===== src/rtl/sdram_guard_pkg.sv =====
package sdram_guard_pkg;

  typedef enum logic [2:0] {
    CMD_NOP = 3'd0,
    CMD_ACT = 3'd1,
    CMD_RD  = 3'd2,
    CMD_WR  = 3'd3,
    CMD_PRE = 3'd4
  } cmd_e;

  localparam logic [3:0] BUS_NOP = 4'b0111;

  // ceiling of t_ps / tck_ps
  function automatic int unsigned ps_to_cycles(input int unsigned t_ps,
                                               input int unsigned tck_ps);
    return (t_ps + tck_ps - 1) / tck_ps;
  endfunction

  // value loaded into a down-counter so it reaches zero n edges later
  function automatic int unsigned load_of(input int unsigned n);
    return (n == 0) ? 0 : n - 1;
  endfunction

  function automatic int unsigned max3(input int unsigned a,
                                       input int unsigned b,
                                       input int unsigned c);
    int unsigned m;
    m = (a > b) ? a : b;
    return (m > c) ? m : c;
  endfunction

  // {cs_n, ras_n, cas_n, we_n}
  function automatic logic [3:0] bus_code(input logic [2:0] c);
    case (c)
      CMD_ACT: return 4'b0011;
      CMD_RD:  return 4'b0101;
      CMD_WR:  return 4'b0100;
      CMD_PRE: return 4'b0010;
      default: return BUS_NOP;
    endcase
  endfunction

endpackage


===== src/rtl/bank_tracker.sv =====
module bank_tracker #(
  parameter int unsigned ROW_W  = 13,
  parameter int unsigned CNT_W  = 5,
  parameter int unsigned RCD_LD = 2,
  parameter int unsigned RC_LD  = 8
) (
  input  logic             clk,
  input  logic             rst_n,
  input  logic             act_i,
  input  logic             pre_i,
  input  logic [ROW_W-1:0] row_i,
  output logic             open_o,
  output logic [ROW_W-1:0] row_o,
  output logic             rcd_done_o,
  output logic             rc_done_o
);

  logic [CNT_W-1:0] rcd_cnt;
  logic [CNT_W-1:0] rc_cnt;

  always_ff @(posedge clk) begin
    if (!rst_n) begin
      open_o <= 1'b0;
      row_o  <= '0;
    end else if (act_i) begin
      open_o <= 1'b1;
      row_o  <= row_i;
    end else if (pre_i) begin
      open_o <= 1'b0;
    end
  end

  always_ff @(posedge clk) begin
    if (!rst_n) begin
      rcd_cnt <= '0;
      rc_cnt  <= '0;
    end else if (act_i) begin
      rcd_cnt <= CNT_W'(RCD_LD);
      rc_cnt  <= CNT_W'(RC_LD);
    end else begin
      if (rcd_cnt != '0) rcd_cnt <= rcd_cnt - 1'b1;
      if (rc_cnt != '0)  rc_cnt  <= rc_cnt - 1'b1;
    end
  end

  assign rcd_done_o = (rcd_cnt == '0);
  assign rc_done_o  = (rc_cnt == '0);

endmodule


===== src/rtl/rrd_timer.sv =====
module rrd_timer #(
  parameter int unsigned CNT_W = 5,
  parameter int unsigned LD    = 1
) (
  input  logic clk,
  input  logic rst_n,
  input  logic load_i,
  output logic done_o
);

  logic [CNT_W-1:0] cnt;

  always_ff @(posedge clk) begin
    if (!rst_n)            cnt <= '0;
    else if (load_i)       cnt <= CNT_W'(LD);
    else if (cnt != '0)    cnt <= cnt - 1'b1;
  end

  assign done_o = (cnt == '0);

endmodule


===== src/rtl/cmd_bus_reg.sv =====
module cmd_bus_reg
  import sdram_guard_pkg::*;
#(
  parameter int unsigned BA_W  = 2,
  parameter int unsigned ROW_W = 13
) (
  input  logic             clk,
  input  logic             rst_n,
  input  logic             issue_i,
  input  logic [2:0]       cmd_i,
  input  logic [BA_W-1:0]  ba_i,
  input  logic [ROW_W-1:0] addr_i,
  output logic             cs_n,
  output logic             ras_n,
  output logic             cas_n,
  output logic             we_n,
  output logic [BA_W-1:0]  ba_o,
  output logic [ROW_W-1:0] addr_o
);

  always_ff @(posedge clk) begin
    if (!rst_n) begin
      {cs_n, ras_n, cas_n, we_n} <= BUS_NOP;
      ba_o   <= '0;
      addr_o <= '0;
    end else if (issue_i) begin
      {cs_n, ras_n, cas_n, we_n} <= bus_code(cmd_i);
      ba_o   <= ba_i;
      addr_o <= addr_i;
    end else begin
      {cs_n, ras_n, cas_n, we_n} <= BUS_NOP;
      ba_o   <= '0;
      addr_o <= '0;
    end
  end

endmodule


===== src/rtl/sdram_act_guard.sv =====
module sdram_act_guard
  import sdram_guard_pkg::*;
#(
  parameter int unsigned BA_W      = 2,
  parameter int unsigned ROW_W     = 13,
  parameter int unsigned T_CK_PS   = 7500,
  parameter int unsigned T_RCD_PS  = 20000,
  parameter int unsigned T_RC_PS   = 65000,
  parameter int unsigned T_RRD_PS  = 15000
) (
  input  logic                      clk,
  input  logic                      rst_n,
  input  logic                      req_valid,
  input  logic [2:0]                req_cmd,
  input  logic [BA_W-1:0]           req_ba,
  input  logic [ROW_W-1:0]          req_addr,
  output logic                      grant,
  output logic                      stall,
  output logic                      err,
  output logic                      cke,
  output logic                      cs_n,
  output logic                      ras_n,
  output logic                      cas_n,
  output logic                      we_n,
  output logic [BA_W-1:0]           bus_ba,
  output logic [ROW_W-1:0]          bus_addr,
  output logic [(1<<BA_W)-1:0]      open_mask,
  output logic [(1<<BA_W)*ROW_W-1:0] open_rows
);

  localparam int unsigned NB      = 1 << BA_W;
  localparam int unsigned RCD_CYC = ps_to_cycles(T_RCD_PS, T_CK_PS);
  localparam int unsigned RC_CYC  = ps_to_cycles(T_RC_PS,  T_CK_PS);
  localparam int unsigned RRD_CYC = ps_to_cycles(T_RRD_PS, T_CK_PS);
  localparam int unsigned CNT_W   = $clog2(max3(RCD_CYC, RC_CYC, RRD_CYC) + 1) + 1;

  logic [NB-1:0] bank_open;
  logic [NB-1:0] rcd_done;
  logic [NB-1:0] rc_done;
  logic          rrd_done;

  // named decision events
  logic want_act, want_acc;
  logic act_issue, pre_issue, acc_issue;
  logic tgt_open, tgt_rcd_ok, tgt_rc_ok;

  assign want_act   = req_valid && (req_cmd == CMD_ACT);
  assign want_acc   = req_valid && ((req_cmd == CMD_RD) || (req_cmd == CMD_WR));
  assign tgt_open   = bank_open[req_ba];
  assign tgt_rcd_ok = rcd_done[req_ba];
  assign tgt_rc_ok  = rc_done[req_ba];

  always_comb begin
    grant = 1'b0;
    stall = 1'b0;
    err   = 1'b0;
    if (want_act) begin
      if (tgt_open)                      err   = 1'b1;
      else if (tgt_rc_ok && rrd_done)    grant = 1'b1;
      else                               stall = 1'b1;
    end else if (want_acc) begin
      if (!tgt_open)                     err   = 1'b1;
      else if (tgt_rcd_ok)               grant = 1'b1;
      else                               stall = 1'b1;
    end else if (req_valid) begin
      grant = 1'b1;
    end
  end

  assign act_issue = grant && (req_cmd == CMD_ACT);
  assign pre_issue = grant && (req_cmd == CMD_PRE);
  assign acc_issue = grant && want_acc;
  assign cke       = 1'b1;

  for (genvar b = 0; b < NB; b++) begin : g_bank
    logic sel;
    assign sel = (req_ba == BA_W'(b));
    bank_tracker #(
      .ROW_W (ROW_W),
      .CNT_W (CNT_W),
      .RCD_LD(load_of(RCD_CYC)),
      .RC_LD (load_of(RC_CYC))
    ) trk_i (
      .clk       (clk),
      .rst_n     (rst_n),
      .act_i     (act_issue && sel),
      .pre_i     (pre_issue && sel),
      .row_i     (req_addr),
      .open_o    (bank_open[b]),
      .row_o     (open_rows[b*ROW_W +: ROW_W]),
      .rcd_done_o(rcd_done[b]),
      .rc_done_o (rc_done[b])
    );
  end

  rrd_timer #(
    .CNT_W(CNT_W),
    .LD   (load_of(RRD_CYC))
  ) rrd_i (
    .clk   (clk),
    .rst_n (rst_n),
    .load_i(act_issue),
    .done_o(rrd_done)
  );

  cmd_bus_reg #(
    .BA_W (BA_W),
    .ROW_W(ROW_W)
  ) bus_i (
    .clk    (clk),
    .rst_n  (rst_n),
    .issue_i(grant),
    .cmd_i  (req_cmd),
    .ba_i   (req_ba),
    .addr_i (req_addr),
    .cs_n   (cs_n),
    .ras_n  (ras_n),
    .cas_n  (cas_n),
    .we_n   (we_n),
    .ba_o   (bus_ba),
    .addr_o (bus_addr)
  );

  assign open_mask = bank_open;

endmodule


===== config.mk =====
export PLATFORM = sky130hd
export DESIGN_NAME = sdram_act_guard
export DESIGN_NICKNAME = d
export VERILOG_FILES = /design/src/rtl/sdram_guard_pkg.sv /design/src/rtl/bank_tracker.sv /design/src/rtl/rrd_timer.sv /design/src/rtl/cmd_bus_reg.sv /design/src/rtl/sdram_act_guard.sv
export SDC_FILE = /design/constraint.sdc
export NUM_CORES = 1
export LEC_CHECK = 0
export ABC_AREA = 1
export CORE_ASPECT_RATIO = 0.75
export CORE_MARGIN = 1.5
export CORE_UTILIZATION = 63
export DETAILED_ROUTE_END_ITERATION = 12
export DONT_BUFFER_PORTS = 1
export PLACE_DENSITY = 0.77
export SYNTH_ARGS = -nofsm -noshare
export SYNTH_HDL_FRONTEND = slang
export SYNTH_SLANG_ARGS = --single-unit

===== constraint.sdc =====
create_clock -name clk -period 2.3 [get_ports clk]
set_input_delay 0.23 -clock clk [delete_from_list [all_inputs] [get_ports clk]]
set_output_delay 0.23 -clock clk [all_outputs]
set_load 0.005 [all_outputs]

# Word-level counts from Yosys, hierarchy flattened
# Index checks and enable logic that the tools add are counted.
dict set report classes {
  n_reduce_logical 52
  div_mod_pow 0
  magnitude_cmp 1
  n_shift 0
  muxes 50
  bitwise 1
  eq_ne 7
  n_mul 0
  add_sub_neg 9
}
# op n
set op_table {}
lappend op_table {{logical NOT 5 bit} 9}
lappend op_table {{nonzero test 5 bit} 9}
lappend op_table {{subtractor 5 x 1 -> 5 bit (second input constant)} 9}
lappend op_table {{two-way mux 4 bit} 8}
lappend op_table {{two-way mux 1 bit} 30}
lappend op_table {{nonzero test 2 bit} 13}
lappend op_table {{two-way mux 2 bit} 8}
lappend op_table {{logical AND 1 bit} 13}
lappend op_table {{case mux 3 bit (4 select lines)} 1}
lappend op_table {{OR reduction 2 bit} 5}
lappend op_table {{binary-select mux 1 bit (select 2 bit)} 3}
lappend op_table {{== test 3 x 2 -> 1 bit (second input constant)} 2}
lappend op_table {{== test 2 bit (second input constant)} 2}
lappend op_table {{== test 3 x 1 -> 1 bit (second input constant)} 1}
lappend op_table {{== test 3 bit (second input constant)} 1}
lappend op_table {{< comparator 2 x 3 -> 1 bit (second input constant)} 1}
lappend op_table {{== test 2 x 1 -> 1 bit (second input constant)} 1}
lappend op_table {{logical NOT 2 bit} 1}
lappend op_table {{AND reduction 2 bit} 1}
lappend op_table {{logical OR 1 bit} 1}
lappend op_table {{NOT 1 bit} 1}
dict set report totals {
  ff_bits 120
  latchBits 0
  romBits 0
  out_inout_bits 79
  inputBits 21
  memories 0
  ram_bits 0
}

# Logic depth before layout (Yosys ltp)
dict set report depth {
  word_depth 11
  ltp_mapped 17
  mapped_depth_nobuf 15
}

# Cells and area by module
# A second synthesis with hierarchy kept.
dict set report unflattened {
  cells_unflattened 659
  hier_area_um2 5134.9
}
# module area_per_inst_um2 cells_each seq_area_each_um2 instances
set by_module_without_submodules {}
lappend by_module_without_submodules {bank_tracker 978.4 122 480.5 4}
lappend by_module_without_submodules {cmd_bus_reg 584.3 65 360.3 1}
lappend by_module_without_submodules {sdram_act_guard 364.1 69 0.0 1}
lappend by_module_without_submodules {rrd_timer 272.8 37 100.1 1}

# Least setup slack after synthesis
# No wires, ideal clock.
dict set report synth_timing {
  path_type {flip-flop to flip-flop}
  start {register g_bank[3].trk_i.rc_cnt[0]}
  end {register g_bank[0].trk_i.row_o[0]}
  t_arrival_ps 1905
  required_ps 2187
  path_slack_ps 282
  path_stages_with_launch 16
  synth_period_minus_slack_ps 2018
  cell_sequence {dfxtp_1 > inv_1 > ha_1 > inv_1 > nor2_1 > nand2_1 > a21oi_1 > nand4_1 > nand2_1 > nand3_1 > nor2_1 > buf_6 > buf_6 > nand3_1 > nand2_1 > nor2_1}
}
dict set report synth_via {
  elab_chain_len 9
}
# item line
set synth_rtl {}
lappend synth_rtl {{start, declared} bank_tracker.sv:19} ;# logic [CNT_W-1:0] rc_cnt;
lappend synth_rtl {{start signal, assigned} bank_tracker.sv:39} ;# rc_cnt <= CNT_W'(RC_LD);
lappend synth_rtl {{start signal, assigned} bank_tracker.sv:42} ;# if (rc_cnt != '0) rc_cnt <= rc_cnt - 1'b1;
lappend synth_rtl {{logical NOT 5 bit} bank_tracker.sv:47} ;# assign rc_done_o = (rc_cnt == '0);
lappend synth_rtl {{binary-select mux 1 bit (select 2 bit)} sdram_act_guard.sv:51} ;# assign tgt_rc_ok = rc_done[req_ba];
lappend synth_rtl {{two-way mux 1 bit (not written as such)} sdram_act_guard.sv:51}
lappend synth_rtl {{logical AND 1 bit} sdram_act_guard.sv:59} ;# else if (tgt_rc_ok && rrd_done) grant = 1'b1;
lappend synth_rtl {{two-way mux 1 bit} sdram_act_guard.sv:59}
lappend synth_rtl {{two-way mux 1 bit} sdram_act_guard.sv:58} ;# if (tgt_open) err = 1'b1;
lappend synth_rtl {{two-way mux 1 bit} sdram_act_guard.sv:57} ;# if (want_act) begin
lappend synth_rtl {{logical AND 1 bit} sdram_act_guard.sv:70} ;# assign act_issue = grant && (req_cmd == CMD_ACT);
lappend synth_rtl {{logical AND 1 bit} sdram_act_guard.sv:86} ;# .act_i (act_issue && sel),
lappend synth_rtl {{end signal, assigned} bank_tracker.sv:27} ;# row_o <= row_i;
lappend synth_rtl {{end, declared} bank_tracker.sv:13} ;# output logic [ROW_W-1:0] row_o,
# No other way between the ends. The select of a mux whose other input is x is not followed.
# A chain may end at the register's enable or synchronous reset.

# Final worst setup path
dict set report layout_timing {
  start {register g_bank[1].trk_i.rc_cnt[1]}
  end {output port stall}
}
dict set report layout_via {
  elab_chain_len 7
}
# item line
set layout_rtl {}
lappend layout_rtl {{start, declared} bank_tracker.sv:19}
lappend layout_rtl {{start signal, assigned} bank_tracker.sv:39}
lappend layout_rtl {{start signal, assigned} bank_tracker.sv:42}
lappend layout_rtl {{logical NOT 5 bit} bank_tracker.sv:47}
lappend layout_rtl {{binary-select mux 1 bit (select 2 bit)} sdram_act_guard.sv:51}
lappend layout_rtl {{two-way mux 1 bit (not written as such)} sdram_act_guard.sv:51}
lappend layout_rtl {{logical AND 1 bit} sdram_act_guard.sv:59}
lappend layout_rtl {{two-way mux 1 bit} sdram_act_guard.sv:59}
lappend layout_rtl {{two-way mux 1 bit} sdram_act_guard.sv:58}
lappend layout_rtl {{two-way mux 1 bit} sdram_act_guard.sv:57}
lappend layout_rtl {{end, declared} sdram_act_guard.sv:18} ;# output logic stall,
# No other way between the ends. The select of a mux whose other input is x is not followed.

==> impl_metrics.py <==
metrics = {
    "setup_path": {
        "end_of_the_worst_register_to_register_path": "g_bank[1].trk_i.row_o[4]$_SDFFE_PN0P_",
        "critical_path.startpoint_type": "flop",
        "worstPathMaxFanout": 6,
        "reg2reg_from": "g_bank[1].trk_i.rc_cnt[1]$_SDFFE_PP0P_",
        "critical_path_class": "flop to primary output",
        "required_ns": 2.07,
        "crit_path_end_kind": "primary output",
        "ff2ff_setup_slack_ns": 0.03,
        "cells_on_worst_reg2reg_path": 15,
        "cp.arrival_ns": 2.10,
    },
    "cts": {
        "worstSkewPairLatency_ns": 0.53,
        "tritoncts": "built",
        "clk_pin_slew_worst_paths_ns": 0.06,
        "cts-root-buf": "sky130_fd_sc_hd__clkbuf_8",
        "htree_num_levels": 4,
        "cts-root-to-sink-buffers": 2,
        "tritoncts.num_buffers": 17,
        "clkSinkCount": 119,
    },
    "routing": {
        "drt-wirelength-per-cell_um": 16.4,
        "detail_route.vias_per_cell": 5.58,
        "detailroute.via_count": 4715,
        "wl_mm": 13.8,
        "post-route-drc-count": 0,
        "ant_nets": 0,
        "number_of_iterations_in_the_first_detailed_routing_pass": 5,
        "detailedRoute.firstIterationViolations": 387,
    },
    "sta": {
        "layout_worst_path_cycle_share_pct": 101,
        "drv_slew": 0,
        "report.final.setup_viol": 2,
        "report.final.hold_viol_count": 0,
        "worst-slew-pin-transition_ns": 0.689,
        "finalWorstPathRequiredPeriod_ns": 2.33,
        "max_freq_mhz": 429,
        "holdWs_ns": 0.0421,
        "relSlewSlack_pct": 53.7,
        "final.setup_skew_ns": 0.00623,
        "setup_slack_ns": -0.0305,
        "final.setup.tns_ns": -0.0470,
    },
    "final_layout": {
        "final-seq-area_mm2": 0.00238,
        "most-common-layout-cells": "sky130_fd_sc_hd__nor2_1, sky130_fd_sc_hd__nand2_1, sky130_fd_sc_hd__dfxtp_1, sky130_fd_sc_hd__nand3_1, sky130_fd_sc_hd__inv_1",
        "mostFrequentLayoutCell": "sky130_fd_sc_hd__nor2_1",
        "area_growth_syn_to_fin_pct": 20.3,
        "nNetsFinal": 767,
        "diodes": 0,
        "multiInputGateArea_mm2": 0.00239,
        "count_of_filler_cells_inserted_in_the_layout": 523,
        "postLayoutCellArea_mm2": 0.00620,
        "final_layout_size_suffix_gt1_share_pct": 12.2,
    },
    "logic_synthesis": {
        "synth_compound_gate_area_share_pct": 4.88,
        "synth-seq-area-share_pct": 46.2,
        "yosys.area_share.adder_pct": 4.37,
        "synth_simple_gate_area_share_pct": 32.0,
        "syn-instance-count": 695,
        "syn_area_per_cell_um2": 7.42,
        "synthesis.yosys.warnings": 0,
        "muxShareOfSynthArea_pct": 0.194,
        "synthesis.area_mm2": 0.00515,
        "combinational_family_with_the_most_area_after_synthesis": "simple AND/OR/NAND/NOR gates",
        "synth-xor-area-share_pct": 3.91,
        "synthesis.nets": 734,
        "synth.distinct_cells": 27,
        "synth.ff_latch_count": 119,
    },
    "run": {
        "reported_max_cap_violation_count": 0,
    },
    "place": {
        "worst_setup_timing_slack_at_the_placement_stage_ns": 0.0983,
        "place.gp.congestion": 0.807,
        "hpwlAfterDp_mm": 8.24,
        "placed_cell_area_mm2": 0.00524,
        "port_buffer_cells": 0,
    },
    "global_route": {
        "grt_antenna_before_repair": 0,
        "grt_util_all_layers_pct": 30.9,
        "globalRouteOverflowTotal": 0,
        "first_pass_grt_wire_length_mm": 20.5,
        "maximum_number_of_pins_on_one_net_before_global_route_repair": 58,
        "via_count_of_the_first_global_routing_pass": 4206,
    },
    "pwr": {
        "power_density_mw_per_mm2": 1340,
        "power.total_mw": 8.33,
        "total_leakage_power_nw": 2.76,
        "ir_worst_vdd_v": 0.000892,
    },
    "floorplan": {
        "floorplan.io_pins": 100,
        "coreArea_mm2": 0.00792,
        "die_height_um": 81.3,
        "chipWidth_um": 107,
        "start_util_pct": 65.1,
        "placement_rows": 28,
        "dieArea_mm2": 0.00874,
    },
    "hold_path": {
        "worst_hold_path.num_cells": 3,
        "timing.hold.worst.class": "input port to flop",
        "whs_endpoint": "g_bank[3].trk_i.row_o[1]$_SDFFE_PN0P_",
        "hp-start": "rst_n",
    },
    "outcome": {
        "run_status": "finished with violations",
        "violations_in_the_final_reports": "negative setup slack",
    },
}
==> cell usage after synthesis <==
library cell	n	area (um2)
sky130_fd_sc_hd__mux2i_1	1	10.0
sky130_fd_sc_hd__clkbuf_1	7	26.3
sky130_fd_sc_hd__o21ai_0	19	95.1
sky130_fd_sc_hd__conb_1	2	7.51
sky130_fd_sc_hd__dfxtp_1	119	2380
sky130_fd_sc_hd__nand2_1	125	469
sky130_fd_sc_hd__inv_1	62	233
sky130_fd_sc_hd__buf_4	6	45.0
sky130_fd_sc_hd__nand4_1	14	87.6
sky130_fd_sc_hd__nand3_1	66	330
sky130_fd_sc_hd__buf_2	5	25.0
sky130_fd_sc_hd__nand3_2	1	10.0
sky130_fd_sc_hd__buf_6	6	67.6
sky130_fd_sc_hd__xnor2_1	9	78.8
sky130_fd_sc_hd__nand2_2	7	43.8
sky130_fd_sc_hd__xor2_1	14	123
sky130_fd_sc_hd__inv_2	4	15.0
sky130_fd_sc_hd__nand3_4	1	17.5
sky130_fd_sc_hd__nor2_1	164	616
sky130_fd_sc_hd__ha_1	18	225
sky130_fd_sc_hd__nor2_4	1	11.3
sky130_fd_sc_hd__buf_1	4	15.0
sky130_fd_sc_hd__a21oi_4	1	16.3
sky130_fd_sc_hd__a21oi_1	28	140
sky130_fd_sc_hd__nor3b_1	1	7.51
sky130_fd_sc_hd__nor2_2	5	31.3
sky130_fd_sc_hd__nor3_1	5	25.0
==> through the flow <==
stage	std cells	utilization, %
global route	845	78.3
floorplan	695	-
CTS	838	76.8
global placement	787	66.2
detailed placement	787	66.2
finish	845	78.3
==> worst max-delay path, cell delays in order (launching register included) <==
cell and delay [ns]:
sky130_fd_sc_hd__dfxtp_2 0.33, sky130_fd_sc_hd__inv_1 0.09, sky130_fd_sc_hd__ha_1 0.18, sky130_fd_sc_hd__inv_1 0.07, sky130_fd_sc_hd__nor2_2 0.13, sky130_fd_sc_hd__nand2_2 0.11, sky130_fd_sc_hd__nand2_1 0.12, sky130_fd_sc_hd__nand4_1 0.14
sky130_fd_sc_hd__nand2_1 0.15, sky130_fd_sc_hd__buf_4 0.19, sky130_fd_sc_hd__a21oi_4 0.07
==> where the power goes <==
group	leakage (nW)	total [mW]	switching, mW	internal (mW)
Combinational	1.48	2.76	1.61	1.15
Clock	0.311	2.84	0.927	1.91
Sequential	0.972	2.74	0.271	2.47
==> routing by layer <==
metal	wire, um	track usage [%]	up-vias	share of wire [%]
li1	-	-	2241	-
met1	5690	38.6	2194	41
met2	6470	49.5	238	47
met3	1310	9.87	42	9.5
met4	364	13.7	0	2.6
met5	0	0	-	0
==> final cells by class <==
type / count / share of cell area [%]
clock buffers: 21 / 7.24
flip-flops and latches: 119 / 38.5
repair buffers: 42 / 6.78
multi-input cells: 482 / 38.6
clock inverters: 10 / 2.82
inverters: 66 / 4.00
well taps: 105 / 2.12
==> cell families (layout without fill, tap and decap cells) <==
logic type,Yosys count,count (layout)
other,2,2
and+or+nand+nor,390,390
buffers and inverters,94,139
muxes,1,1
adders and majority gates,18,18
xor gates and xnor gates,23,23
DFF,119,119
AOI/OAI and AO/OA,48,48
==> state kept, by name, summed over array words and instances, names as in the netlist <==
signal and count:
bus_i.ras_n 1, rrd_i.cnt 5, g_bank.trk_i.rcd_cnt 20, bus_i.addr_o 13
bus_i.we_n 1, g_bank.trk_i.rc_cnt 20, bus_i.cas_n 1, bus_i.ba_o 2
g_bank.trk_i.open_o 4, g_bank.trk_i.row_o 52
==> how the worst max path moves through the flow <==
| stage | start | to | cells past startpoint |
|---|---|---|---|
| 2_1_floorplan | g_bank[3].trk_i.rc_cnt[0]$_SDFFE_PP0P_ | g_bank[0].trk_i.row_o[0]$_SDFFE_PN0P_ | 15 |
| 3_3_place_gp | g_bank[3].trk_i.rc_cnt[0]$_SDFFE_PP0P_ | g_bank[3].trk_i.row_o[11]$_SDFFE_PN0P_ | 14 |
| 3_5_place_dp | g_bank[1].trk_i.rcd_cnt[0]$_SDFFE_PP0P_ | g_bank[1].trk_i.row_o[8]$_SDFFE_PN0P_ | 16 |
| 4_1_cts | g_bank[1].trk_i.rc_cnt[0]$_SDFFE_PP0P_ | grant | 10 |
| 5_1_grt | g_bank[1].trk_i.rc_cnt[1]$_SDFFE_PP0P_ | stall | 10 |
| 6_report | g_bank[1].trk_i.rc_cnt[1]$_SDFFE_PP0P_ | stall | 10 |
==> what timing repair did <==
item                                    CTS  global route
endpoints found under the hold margin    98             8
pin swaps                                 0             1
resized for setup                         2            17
endpoints found under the setup margin    3            86
hold buffers                             20             1
cloned                                    0             1
buffers inserted                          0             5
(Power assumes the default switching activity.)
